`src/rtl/dpc_pkg.sv`:
```
package dpc_pkg;

   typedef enum logic [1:0] {
      OWN_NONE  = 2'b00,
      OWN_LEFT  = 2'b01,
      OWN_RIGHT = 2'b10
   } dpc_owner_e;

   localparam int unsigned DPC_NPORT = 2;
   localparam int unsigned DPC_LEFT  = 0;
   localparam int unsigned DPC_RIGHT = 1;

endpackage

```
`src/rtl/dpc_port_track.sv`:
```
// Per-port selection history: detects a new selection, an enable rise,
// and counts how long the selection has been steady.
module dpc_port_track #(
   parameter int unsigned ADDR_W = 14,
   parameter int unsigned HOLD   = 1
) (
   input  logic              clk,
   input  logic              rst_n,
   input  logic              ce,
   input  logic [ADDR_W-1:0] addr,
   output logic              fresh,
   output logic              ce_rose,
   output logic              held_ok
);

   logic              ce_q;
   logic [ADDR_W-1:0] addr_q;
   logic              addr_moved;
   logic              changed;

   always_comb begin
      addr_moved = (addr != addr_q);
      changed    = (ce != ce_q) || addr_moved;
      fresh      = ce && (!ce_q || addr_moved);
      ce_rose    = ce && !ce_q;
   end

   always_ff @(posedge clk or negedge rst_n) begin
      if (!rst_n) begin
         ce_q   <= 1'b0;
         addr_q <= '0;
      end else begin
         ce_q   <= ce;
         addr_q <= addr;
      end
   end

   generate
      if (HOLD == 0) begin : g_nohold
         assign held_ok = 1'b1;
         logic unused_chg;
         assign unused_chg = changed;
      end else begin : g_hold
         localparam int unsigned HSAT = HOLD + 1;
         localparam int unsigned HC_W = $clog2(HSAT + 1);
         logic [HC_W-1:0] hcnt_q;
         logic [HC_W-1:0] hcnt_d;

         always_comb begin
            if (changed)                       hcnt_d = HC_W'(1);
            else if (hcnt_q >= HC_W'(HSAT))    hcnt_d = HC_W'(HSAT);
            else                               hcnt_d = hcnt_q + 1'b1;
         end

         assign held_ok = (hcnt_d > HC_W'(HOLD));

         always_ff @(posedge clk or negedge rst_n) begin
            if (!rst_n) hcnt_q <= '0;
            else        hcnt_q <= hcnt_d;
         end
      end
   endgenerate

endmodule

```
`src/rtl/dpc_arb_core.sv`:
```
// Ownership and busy generation for the master role.
module dpc_arb_core
   import dpc_pkg::*;
#(
   parameter int unsigned ADDR_LAT = 1,
   parameter int unsigned CE_LAT   = 1
) (
   input  logic clk,
   input  logic rst_n,
   input  logic master_en,
   input  logic match,
   input  logic l_fresh,
   input  logic r_fresh,
   input  logic ce_path,
   output logic l_busy,
   output logic r_busy,
   output logic l_pend,
   output logic r_pend
);

   localparam int unsigned MAXLAT = (ADDR_LAT > CE_LAT) ? ADDR_LAT : CE_LAT;
   localparam int unsigned CNT_W  = $clog2(MAXLAT + 1);

   dpc_owner_e       owner_q;
   dpc_owner_e       win;
   logic [CNT_W-1:0] cnt_q;
   logic [CNT_W-1:0] start_lat;
   logic             lb_q;
   logic             rb_q;

   always_comb begin
      if (owner_q != OWN_NONE)         win = owner_q;
      else if (l_fresh && !r_fresh)    win = OWN_RIGHT;
      else                             win = OWN_LEFT;
      start_lat = ce_path ? CNT_W'(CE_LAT) : CNT_W'(ADDR_LAT);
      l_pend    = master_en && match && (win == OWN_RIGHT);
      r_pend    = master_en && match && (win == OWN_LEFT);
   end

   always_ff @(posedge clk or negedge rst_n) begin
      if (!rst_n) begin
         owner_q <= OWN_NONE;
         cnt_q   <= '0;
         lb_q    <= 1'b0;
         rb_q    <= 1'b0;
      end else if (!master_en || !match) begin
         owner_q <= OWN_NONE;
         cnt_q   <= '0;
         lb_q    <= 1'b0;
         rb_q    <= 1'b0;
      end else if (owner_q == OWN_NONE) begin
         owner_q <= win;
         if (start_lat == CNT_W'(1)) begin
            lb_q <= (win == OWN_RIGHT);
            rb_q <= (win == OWN_LEFT);
         end else begin
            cnt_q <= start_lat - 1'b1;
         end
      end else if (!lb_q && !rb_q) begin
         if (cnt_q == CNT_W'(1)) begin
            lb_q <= (owner_q == OWN_RIGHT);
            rb_q <= (owner_q == OWN_LEFT);
         end
         cnt_q <= cnt_q - 1'b1;
      end
   end

   assign l_busy = lb_q;
   assign r_busy = rb_q;

endmodule

```
`src/rtl/dpc_port_gate.sv`:
```
// Per-port qualification of writes and reads.
module dpc_port_gate (
   input  logic master_en,
   input  logic ce,
   input  logic we,
   input  logic busy_loc,
   input  logic pend_loc,
   input  logic busy_ext,
   input  logic held_ok,
   output logic wgrant,
   output logic rvalid
);

   logic blocked;

   always_comb begin
      blocked = master_en ? (busy_loc || pend_loc) : (busy_ext || !held_ok);
      wgrant  = ce && we && !blocked;
      rvalid  = ce && !we && !blocked;
   end

endmodule

```
`src/rtl/dp_contention_arb.sv`:
```
module dp_contention_arb
   import dpc_pkg::*;
#(
   parameter int unsigned ADDR_W   = 14,
   parameter int unsigned ADDR_LAT = 1,
   parameter int unsigned CE_LAT   = 1,
   parameter int unsigned SLV_HOLD = 1
) (
   input  logic              clk,
   input  logic              rst_n,
   input  logic              master_mode,
   input  logic              l_ce,
   input  logic              l_we,
   input  logic [ADDR_W-1:0] l_addr,
   input  logic              r_ce,
   input  logic              r_we,
   input  logic [ADDR_W-1:0] r_addr,
   input  logic              l_busy_i,
   input  logic              r_busy_i,
   output logic              l_busy_o,
   output logic              r_busy_o,
   output logic              l_wgrant,
   output logic              r_wgrant,
   output logic              l_rvalid,
   output logic              r_rvalid
);

   generate
      if (ADDR_W < 1) begin : g_bad_aw
         $error("dp_contention_arb: ADDR_W must be at least 1");
      end
      if (ADDR_LAT < 1 || CE_LAT < 1) begin : g_bad_lat
         $error("dp_contention_arb: latencies must be at least 1");
      end
   endgenerate

   logic [DPC_NPORT-1:0] ce_v, we_v, fresh_v, rose_v, held_v;
   logic [DPC_NPORT-1:0] busy_loc, pend_loc, busy_ext, wg_v, rv_v;
   logic [ADDR_W-1:0]    addr_v [DPC_NPORT];
   logic                 match;
   logic                 ce_path;

   assign ce_v[DPC_LEFT]      = l_ce;
   assign ce_v[DPC_RIGHT]     = r_ce;
   assign we_v[DPC_LEFT]      = l_we;
   assign we_v[DPC_RIGHT]     = r_we;
   assign addr_v[DPC_LEFT]    = l_addr;
   assign addr_v[DPC_RIGHT]   = r_addr;
   assign busy_ext[DPC_LEFT]  = l_busy_i;
   assign busy_ext[DPC_RIGHT] = r_busy_i;

   assign match   = ce_v[DPC_LEFT] && ce_v[DPC_RIGHT] &&
                    (addr_v[DPC_LEFT] == addr_v[DPC_RIGHT]);
   assign ce_path = |rose_v;

   generate
      for (genvar p = 0; p < DPC_NPORT; p++) begin : g_port
         dpc_port_track #(
            .ADDR_W (ADDR_W),
            .HOLD   (SLV_HOLD)
         ) u_trk (
            .clk     (clk),
            .rst_n   (rst_n),
            .ce      (ce_v[p]),
            .addr    (addr_v[p]),
            .fresh   (fresh_v[p]),
            .ce_rose (rose_v[p]),
            .held_ok (held_v[p])
         );

         dpc_port_gate u_gate (
            .master_en (master_mode),
            .ce        (ce_v[p]),
            .we        (we_v[p]),
            .busy_loc  (busy_loc[p]),
            .pend_loc  (pend_loc[p]),
            .busy_ext  (busy_ext[p]),
            .held_ok   (held_v[p]),
            .wgrant    (wg_v[p]),
            .rvalid    (rv_v[p])
         );
      end
   endgenerate

   dpc_arb_core #(
      .ADDR_LAT (ADDR_LAT),
      .CE_LAT   (CE_LAT)
   ) u_core (
      .clk       (clk),
      .rst_n     (rst_n),
      .master_en (master_mode),
      .match     (match),
      .l_fresh   (fresh_v[DPC_LEFT]),
      .r_fresh   (fresh_v[DPC_RIGHT]),
      .ce_path   (ce_path),
      .l_busy    (busy_loc[DPC_LEFT]),
      .r_busy    (busy_loc[DPC_RIGHT]),
      .l_pend    (pend_loc[DPC_LEFT]),
      .r_pend    (pend_loc[DPC_RIGHT])
   );

   assign l_busy_o = busy_loc[DPC_LEFT];
   assign r_busy_o = busy_loc[DPC_RIGHT];
   assign l_wgrant = wg_v[DPC_LEFT];
   assign r_wgrant = wg_v[DPC_RIGHT];
   assign l_rvalid = rv_v[DPC_LEFT];
   assign r_rvalid = rv_v[DPC_RIGHT];

endmodule

```
`config.mk`:
```
export PLATFORM = sky130hd
export DESIGN_NAME = dp_contention_arb
export DESIGN_NICKNAME = d
export VERILOG_FILES = /design/src/rtl/dpc_pkg.sv /design/src/rtl/dpc_port_track.sv /design/src/rtl/dpc_arb_core.sv /design/src/rtl/dpc_port_gate.sv /design/src/rtl/dp_contention_arb.sv
export SDC_FILE = /design/constraint.sdc
export NUM_CORES = 1
export LEC_CHECK = 0
export ABC_AREA = 1
export BUFFER_PORTS_ARGS = -buffer_cell sky130_fd_sc_hd__buf_2
export CAP_MARGIN = 0
export CORE_MARGIN = 2
export CORE_UTILIZATION = 60
export CTS_BUF_LIST = sky130_fd_sc_hd__clkbuf_4
export CTS_CLUSTER_SIZE = 10
export DETAILED_ROUTE_END_ITERATION = 10
export GPL_TIMING_DRIVEN = 1
export MAX_ROUTING_LAYER = met4
export PLACE_DENSITY = 0.85
export REMOVE_ABC_BUFFERS = 1
export SETUP_SLACK_MARGIN = 0.5
export SLEW_MARGIN = 20
export SYNTH_ARGS = -nofsm -noshare
export SYNTH_HDL_FRONTEND = slang
export SYNTH_HIERARCHICAL = 1
export SYNTH_SLANG_ARGS = --single-unit
```
`constraint.sdc`:
```
create_clock -name clk -period 3 [get_ports clk]
set_input_delay 0 -clock clk [delete_from_list [all_inputs] [get_ports clk]]
set_output_delay 0 -clock clk [all_outputs]
set_load 0.02 [all_outputs]
```
==> results.md, run 1 <==
* Worst-Skew Late Latency at 0.35 ns
* Wirelength per Cell at 10.3 um
* Die Y at 65.4 um
* H-tree Lvls at 2
* FMAX at 452 MHz
* Via count at 2055
* Largest net degree at the start of global routing at 40
* Arrival @ worst endpoint at 2.21 ns
* Tot Pwr at 1.02 mW
* Post-Layout Cell Count at 459
* Die width at 65.4 um
* Placed cell count at 419
* Skew final at 0.0166 ns
* Total negative slack at 0 ns
* Core Region at 0.00363 sq mm
* DP HPWL at 3240 um
* CTS Buffer Depth at 2
* Critical path endpoint category: primary output
* P_leak at 1.79 nW
* Core Rows at 22
* Worst slew pin tran at 0.875 ns
* RePlAce Congestion at 0.836
* Vias in the first global route at 2080
* Area delta synth->final at 28.4%
* Crit-path max FO at 4
* Final core occ at 0.800
* Synth warnings at 6
* Share of layout cells above drive strength 1 at 0.178
* Initial detailed-routing violation count at 99
* Hold slack at 0.297 ns
* Initial antenna violation count at 0
* Starting density of the core at 0.623
* Fin crit share at 0.738
* First-pass GRT wire length at 8080 um
* Diode count at 0
* Filler instances at 269
* CP Launch Type: flip-flop
* RSZ-0062 raised after global routing: false
* Gr usage total at 0.253
* Final setup margin at 0.786 ns
* Wirelength, routed at 4720 um
* Nets@finish at 449
* Cell Area, Synth at 0.00226 sq mm
* Sink Count at 39
* Placed Area at 0.00253 sq mm
* CTS tree: done
* Worst-path clk slew at 0.13 ns
* Power density over the cells at 351 mW/mm^2
* Area of the die at 0.00428 sq mm
* Avg Synthesized Cell Area at 6.88 sq um
* Synthesized instance count at 329
* Max cap viols at 0
* Port bufs at 42
* Ports at 43
* Worst Path Required at 3.00 ns
* Relative slew slack at 0.417
* Gr ovfl total at 0
* Postcts setup bufs at 0
* Final hold vios at 0
* Hold Crit Class: in2async
* Setup violators final at 0
* Drt drc at 0
* Crit path kind: reg2out
* Root buf cell: clkbuf_4
* Slew Viols, Final at 0
* Run status: completed
* DRT Pass-1 Iters at 4
* Vias/cell at 4.48
* DRT antenna net count at 0
* Pre-CTS WS at 1.22 ns
* Fin area at 0.00291 sq mm
* Total clock buffers created by CTS at 5
* Crit path time final at 2.21 ns
* Max IR drop VDD at 0.318 mV
==> where the power goes <==
part | internal [mW] | leakage [nW] | total, mW | switching (mW)
Combinational | 0.0911 | 1.30 | 0.201 | 0.110
Sequential | 0.546 | 0.465 | 0.556 | 0.0103
Clock | 0.0861 | 0.0263 | 0.263 | 0.177
Total | 0.723 | 1.79 | 1.02 | 0.298
==> area by class of cell <==
class / count / area [sq um] / share of cell area
repair buffers: 74 / 531 / 0.182
multi-input cells: 202 / 958 / 0.330
clock inverters: 3 / 15.0 / 0.00516
well taps: 48 / 60.1 / 0.0207
flip-flops and latches: 39 / 976 / 0.336
inverters: 88 / 330 / 0.114
clock buffers: 5 / 37.5 / 0.0129
==> critical path: stages, from the launching register on <==
cell and delay [ns]:
dfrtp_1 0.41, nand2_1 0.08, nand2_1 0.06, nor2_1 0.13, nand2_1 0.08, nor2_2 0.13, nand3_1 0.10, nand2_1 0.07
inv_1 0.03, inv_1 0.05, nand3_2 0.11, nand2_2 0.09, nor2_4 0.03, nor2_1 0.09, nand2_1 0.07, a21oi_1 0.14
buf_2 0.18
==> cells in the final DEF, fill, tap and decap left out <==
master         instances
dlygate4sd3_1         32
nand2_1              128
xor2_1                 1
inv_1                 85
nor2_4                 4
nor2_2                 6
nand3b_4               2
xnor2_1                6
inv_2                  3
dfrtp_1               39
nor2_1                30
a21oi_1                7
clkinv_1               2
buf_2                 42
clkbuf_4               5
nand3_1                5
o21ai_0                1
nand2_4                1
nand2_2                6
o21ai_4                2
ha_1                   2
clkinvlp_4             1
nand3_2                1
==> state kept, by name, summed over array words and instances, names as in the netlist <==
signal                      cells
u_core/l_busy                   1
u_core/cnt_q                    1
u_core/r_busy                   1
g_port.u_trk/g_hold.hcnt_q      4
g_port.u_trk/addr_q            28
g_port.u_trk/ce_q               2
u_core/owner_q                  2
==> path summary, 6_finish.rpt <==
path | slack [ns] | startpoint | endpoint | cells after the start
min | 0.30 | rst_n | g_port[0].u_trk/addr_q[11] | 2
max reg2reg | 1.43 | g_port[1].u_trk/addr_q[9] | u_core/r_busy | 14
min in group clk | 0.33 | l_we | l_wgrant | 4
max in group asynchronous | 2.15 | rst_n | g_port[0].u_trk/ce_q | 2
max | 0.79 | g_port[1].u_trk/addr_q[9] | r_wgrant | 16
min reg2reg | 0.57 | u_core/cnt_q | u_core/cnt_q | 2
==> per-layer routing <==
layer	track usage	wire length, um
met1	0.265	2050
met2	0.457	2410
met3	0.0411	146
met4	0.130	119
met5	-	0
==> repair_timing <==
action,CTS,global route
hold buffers,32,0
hold endpoints to repair,70,0
resized for setup,0,0
No activity file was read; power rests on OpenSTA's default activity.
==> inputs of run 2 (changes only) <==
Settings changed: ABC_AREA 1 to 0, CORE_UTILIZATION 60 to 55, PLACE_DENSITY 0.85 to 0.81.
Clock period 3 ns to 2.3 ns, I/O delays scaled along.
==> run 2 against run 1 <==
Net effect:
- the flow now finishes with violations (negative setup slack)
- synthesized cell count is 55% lower
- clock skew hardly changed
- power is 36% higher
- first-iteration DRC count is 6.1% lower
- global-route usage is 6.3 points higher
- non-clock buffer count is 13 higher
- wire length is 14% higher
- die area is 12% lower
- sequential share of layout area is 2.5 points higher
- register-to-register slack worse by 1.1 ns
- sequential cell count stayed put
==> results.md, run 2 <==
* Initial detailed-routing violation count at 93
* Reg-to-reg startpoint: g_port[1].u_trk/addr_q[1]
* Synth warnings at 6
* Worst slew pin tran at 0.861 ns
* Reg2reg end: u_core/owner_q[0]
* Root buf cell: clkbuf_4
* Most frequent cells in the layout: 39 x dfrtp_1, 38 x buf_2, 31 x dlygate4sd3_1, 29 x xor2_1, 15 x buf_4
* Power density over the cells at 512 mW/mm^2
* R2R setup slack at 0.33 ns
* Crit path kind: reg2out
* Slew Viols, Final at 0
* Worst Reg-to-Reg Cells at 9
* Crit-path max FO at 2
* Initial antenna violation count at 0
* Wirelength, routed at 5390 um
* Worst-path clk slew at 0.12 ns
* Hold path depth at 3
* P_leak at 1.19 nW
* Die Y at 61.4 um
* Hold Crit Class: in2reg
* Crit path time final at 2.60 ns
* Fin area at 0.00271 sq mm
* Final core occ at 0.872
* Avg Synthesized Cell Area at 12.2 sq um
* Wirelength per Cell at 18.7 um
* CTS tree: done
* RSZ-0062 raised after global routing: true
* Worst-Skew Late Latency at 0.37 ns
* Ports at 43
* Final setup margin at -0.300 ns
* Run status: finished with violations
* Reg with most FFs: g_port.u_trk/addr_q
* Arrival @ worst endpoint at 2.60 ns
* HP Start: master_mode
* Via count at 1535
* CTS Buffer Depth at 2
* Max cap viols at 0
* Total negative slack at -1.03 ns
* Most common cell after layout, fill and taps aside: dfrtp_1
* Sink Count at 39
* Cell Area, Synth at 0.00181 sq mm
* DRT Pass-1 Iters at 4
* Drt drc at 0
* First-pass GRT wire length at 7780 um
* Vias/cell at 5.33
* Gr usage total at 0.316
* DRT antenna net count at 0
* Largest regs: g_port.u_trk/addr_q: 28 flops, g_port.u_trk/g_hold.hcnt_q: 4 flops
* Largest register FFs at 28
* Skew final at 0.0170 ns
* Starting density of the core at 0.583
* FMAX at 385 MHz
* Core Rows at 20
* Diode count at 0
* CP peak stage delay at 0.40 ns
* Placed cell count at 237
* Gr ovfl total at 0
* Die width at 61.4 um
* Area delta synth->final at 49.5%
* Post-Layout Cell Count at 288
* Area of the die at 0.00377 sq mm
* Share of layout cells above drive strength 1 at 0.365
* Max IR drop VDD at 0.423 mV
* Core Region at 0.00310 sq mm
* CP Launch Type: flip-flop
* H-tree Lvls at 2
* Setup violators final at 4
* Pre-CTS WS at 0.0316 ns
* Vias in the first global route at 1649
* Total clock buffers created by CTS at 5
* Worst Path Required at 2.30 ns
* Fin crit share at 1.13
* Highest-delay cell along the critical path: dfrtp_1
* Relative slew slack at 0.426
* Placed Area at 0.00209 sq mm
* Largest net degree at the start of global routing at 40
* Failing checks: negative setup slack
* Nets@finish at 282
* Final hold vios at 0
* Synthesized instance count at 149
* Worst hold endpoint: u_core/owner_q[0]
* DP HPWL at 2860 um
* RePlAce Congestion at 0.853
* Port bufs at 42
* Crit path cell chain: xor2_1, nor4_2, buf_4, a41oi_4, nand2b_4, and2_4, nor3_2, or3b_4, a21oi_2, buf_6
* Critical path endpoint category: primary output
[run 2: area by class of cell]
| class | instances | area (sq um) |
|---|---|---|
| Clock buffer | 7 | 52.6 |
| Clock inverter | 1 | 5.00 |
| Fill cell | 165 | 397 |
| Inverter | 5 | 18.8 |
| Multi-Input combinational cell | 105 | 952 |
| Sequential cell | 39 | 976 |
| Tap cell | 44 | 55.1 |
| Timing Repair Buffer | 87 | 647 |
[run 2: routing by layer]
metal | part of all wire | global-route usage | vias to the layer above
li1 | - | - | 703
met1 | 0.37 | 0.337 | 733
met2 | 0.53 | 0.536 | 78
met3 | 0.060 | 0.0693 | 21
met4 | 0.038 | 0.185 | 0
met5 | 0 | - | -
[run 2: how the worst max path moves through the flow]
| stage | start | end | slack (ns) | cells after the start |
|---|---|---|---|---|
| after global routing | g_port[0].u_trk/addr_q[11] | l_rvalid | -0.41 | 8 |
| after CTS | g_port[1].u_trk/addr_q[4] | r_wgrant | -0.16 | 9 |
| final | g_port[0].u_trk/addr_q[1] | l_rvalid | -0.30 | 10 |
| after floorplan | g_port[1].u_trk/addr_q[13] | r_rvalid | 0.17 | 7 |
| after global placement | g_port[1].u_trk/addr_q[10] | r_rvalid | 0.12 | 8 |
| after detailed placement | g_port[1].u_trk/addr_q[10] | r_rvalid | 0.03 | 8 |
[run 2: what timing repair did]
action | 4_1_cts | 5_1_grt
hold buffers | 31 | 0
pin swaps | 13 | 7
gates cloned | 0 | 0
resized for setup | 13 | 17
hold endpoints to repair | 69 | 0
endpoints found under the setup margin | 6 | 8
setup buffers | 9 | 3
[run 2: through the flow]
stage          power, mW  hold slack [ns]
5_1_grt             1.44           0.0711
3_3_place_gp       0.911            0.131
6_report            1.39           0.0709
3_5_place_dp       0.922            0.147
4_1_cts             1.34           0.0346
2_1_floorplan      0.826           -0.296
[run 2: report_power, final]
part	internal, mW	total, mW	switching [mW]
sequential	0.712	0.725	0.0131
combinational	0.137	0.285	0.148
clock	0.143	0.376	0.233
[run 2: critical path: cells and delay by family, from the launching register on]
kind / cells / cell delay (ns)
AOI/OAI and AO/OA: 2 / 0.27
xor gates and xnor gates: 1 / 0.17
DFF: 1 / 0.40
buffers and inverters: 2 / 0.33
and+or+nand+nor: 5 / 1.06
==> inputs of run 3 (changes only) <==
Settings changed: MAX_ROUTING_LAYER met4 to not set.
==> run 3 against run 2 <==
Net effect:
- the flow still finishes with violations (negative setup slack)
- setup slack got worse by 0.015 ns
- worst hold slack got worse by 0.023 ns
- non-clock buffer count fell by 2
- clock power fell by 1%
- via count grew 1.8%
- critical path depth shrank 1
- die area did not move
- global-route usage down 1.1 points
- critical path type unchanged
- largest cell class unchanged
- largest power group unchanged
==> results.md, run 3 (same netlist as run 2, synthesis figures left out) <==
* Run status: finished with violations
* Failing checks: negative setup slack
* Relative slew slack at 0.427
* Worst-path clk slew at 0.11 ns
* Placed Area at 0.00209 sq mm
* FMAX at 382 MHz
* RSZ-0062 raised after global routing: true
* DRT Pass-1 Iters at 5
* R2R setup slack at 0.30 ns
* Fin crit share at 1.14
* H-tree Lvls at 2
* Setup violators final at 4
* Tot Pwr at 1.37 mW
* Arrival @ worst endpoint at 2.61 ns
* Total negative slack at -1.13 ns
* Worst Reg-to-Reg Cells at 7
* Area delta synth->final at 46.2%
* Crit path cell chain: xor2_1, nor4_2, a41oi_2, nand2b_4, and2_4, nor3_2, or3b_4, a21oi_2, buf_6
* Gr ovfl total at 0
* Max cap viols at 0
* Ports at 43
* Sink Count at 39
* Total clock buffers created by CTS at 5
* Most frequent cells in the layout: 39 x dfrtp_1, 38 x buf_2, 31 x dlygate4sd3_1, 30 x xor2_1, 14 x buf_4
* Crit-path max FO at 2
* Critical path endpoint category: primary output
* DRT antenna net count at 0
* Slew Viols, Final at 0
* Wirelength, routed at 5290 um
* Reg with most FFs: g_port.u_trk/addr_q
* P_leak at 1.18 nW
* Core Rows at 20
* DP HPWL at 2860 um
* Most common cell after layout, fill and taps aside: dfrtp_1
* Port bufs at 42
* Highest-delay cell along the critical path: nor4_2
* Hold Crit Class: in2reg
* Die Y at 61.4 um
* Area of the die at 0.00377 sq mm
* Vias/cell at 5.47
* Largest regs: g_port.u_trk/addr_q: 28 flops, g_port.u_trk/g_hold.hcnt_q: 4 flops
* Final setup margin at -0.315 ns
* CTS tree: done
* Worst Path Required at 2.30 ns
* Wirelength per Cell at 18.5 um
* CTS Buffer Depth at 2
* Crit path time final at 2.61 ns
* Core Region at 0.00310 sq mm
* WL met2 at 2840 um
* Diode count at 0
* Worst-Skew Late Latency at 0.38 ns
* Final hold vios at 0
* Nets@finish at 280
* Share of layout cells above drive strength 1 at 0.347
* Starting density of the core at 0.583
* Power density over the cells at 518 mW/mm^2
* CP peak stage delay at 0.47 ns
* M1 WL at 1880 um
* Max IR drop VDD at 0.431 mV
* Fin area at 0.00265 sq mm
* CP Launch Type: flip-flop
* Root buf cell: clkbuf_4
* Uppermost layer routed: met4
* Largest net degree at the start of global routing at 40
* Initial antenna violation count at 0
* Worst slew pin tran at 0.860 ns
* Initial detailed-routing violation count at 90
* DR WL met3 at 326 um
* Hold path depth at 3
* Filler instances at 178
* Crit path kind: reg2out
* Vias in the first global route at 1652
* Drt drc at 0
* Gr usage total at 0.305
* First-pass GRT wire length at 7760 um
* Via count at 1563
* Skew final at 0.0168 ns
* Largest register FFs at 28
* RePlAce Congestion at 0.840
* Die width at 61.4 um
## run 3: what timing repair did
item / CTS / global route
pin swaps: 13 / 11
cloned: 0 / 0
endpoints found under the setup margin: 6 / 8
endpoints found under the hold margin: 69 / 0
hold buffers: 31 / 0
buffers inserted: 9 / 1
gates resized for setup: 13 / 10
## run 3: path summary, 6_finish.rpt
path                                      startpoint                        end
max                        g_port[0].u_trk/addr_q[3]                   l_rvalid
min                                      master_mode          u_core/owner_q[0]
max reg2reg                g_port[0].u_trk/addr_q[3]              u_core/r_busy
min reg2reg                            u_core/l_busy              u_core/l_busy
max in group asynchronous                      rst_n  g_port[1].u_trk/addr_q[3]
min in group asynchronous                      rst_n  g_port[0].u_trk/addr_q[5]
## run 3: stage by stage
stage               setup WS (ns)  hold WS [ns]  instances  utilization
floorplan                   0.173        -0.296        149            -
global placement            0.123         0.131        237        0.674
detailed placement         0.0316         0.147        237        0.674
CTS                        -0.162        0.0346        285        0.831
global route               -0.411        0.0702        286        0.853
finish                     -0.315        0.0482        286        0.853
## run 3: critical path, delay by kind of cell (launching register included)
family,cells,cell delay [ns]
compound gates,2,0.38
xor+xnor,1,0.15
buf+inv,1,0.13
flops,1,0.39
simple gates,5,1.19
## run 3: where the power goes
group          internal [mW]  switching, mW  total, mW
combinational          0.131          0.144      0.275
sequential             0.712         0.0132      0.725
clock                  0.143          0.229      0.372
total                  0.986          0.386       1.37
## run 3: per-layer routing
| metal | GRT usage | vias to the layer above |
|---|---|---|
| met5 | 0 | - |
| met4 | 0.185 | 0 |
| met3 | 0.0672 | 24 |
| met2 | 0.536 | 84 |
| met1 | 0.334 | 757 |
| li1 | - | 698 |
## run 3: cell type report
type                       instances  area, sq um  area share
multi-input combinational        105          912       0.345
tap                               44         55.1      0.0208
sequential                        39          976       0.369
inverter                           5         18.8     0.00709
clock buffer                       7         52.6      0.0198
clock inverter                     1         5.00     0.00189
timing repair buffer              85          628       0.237
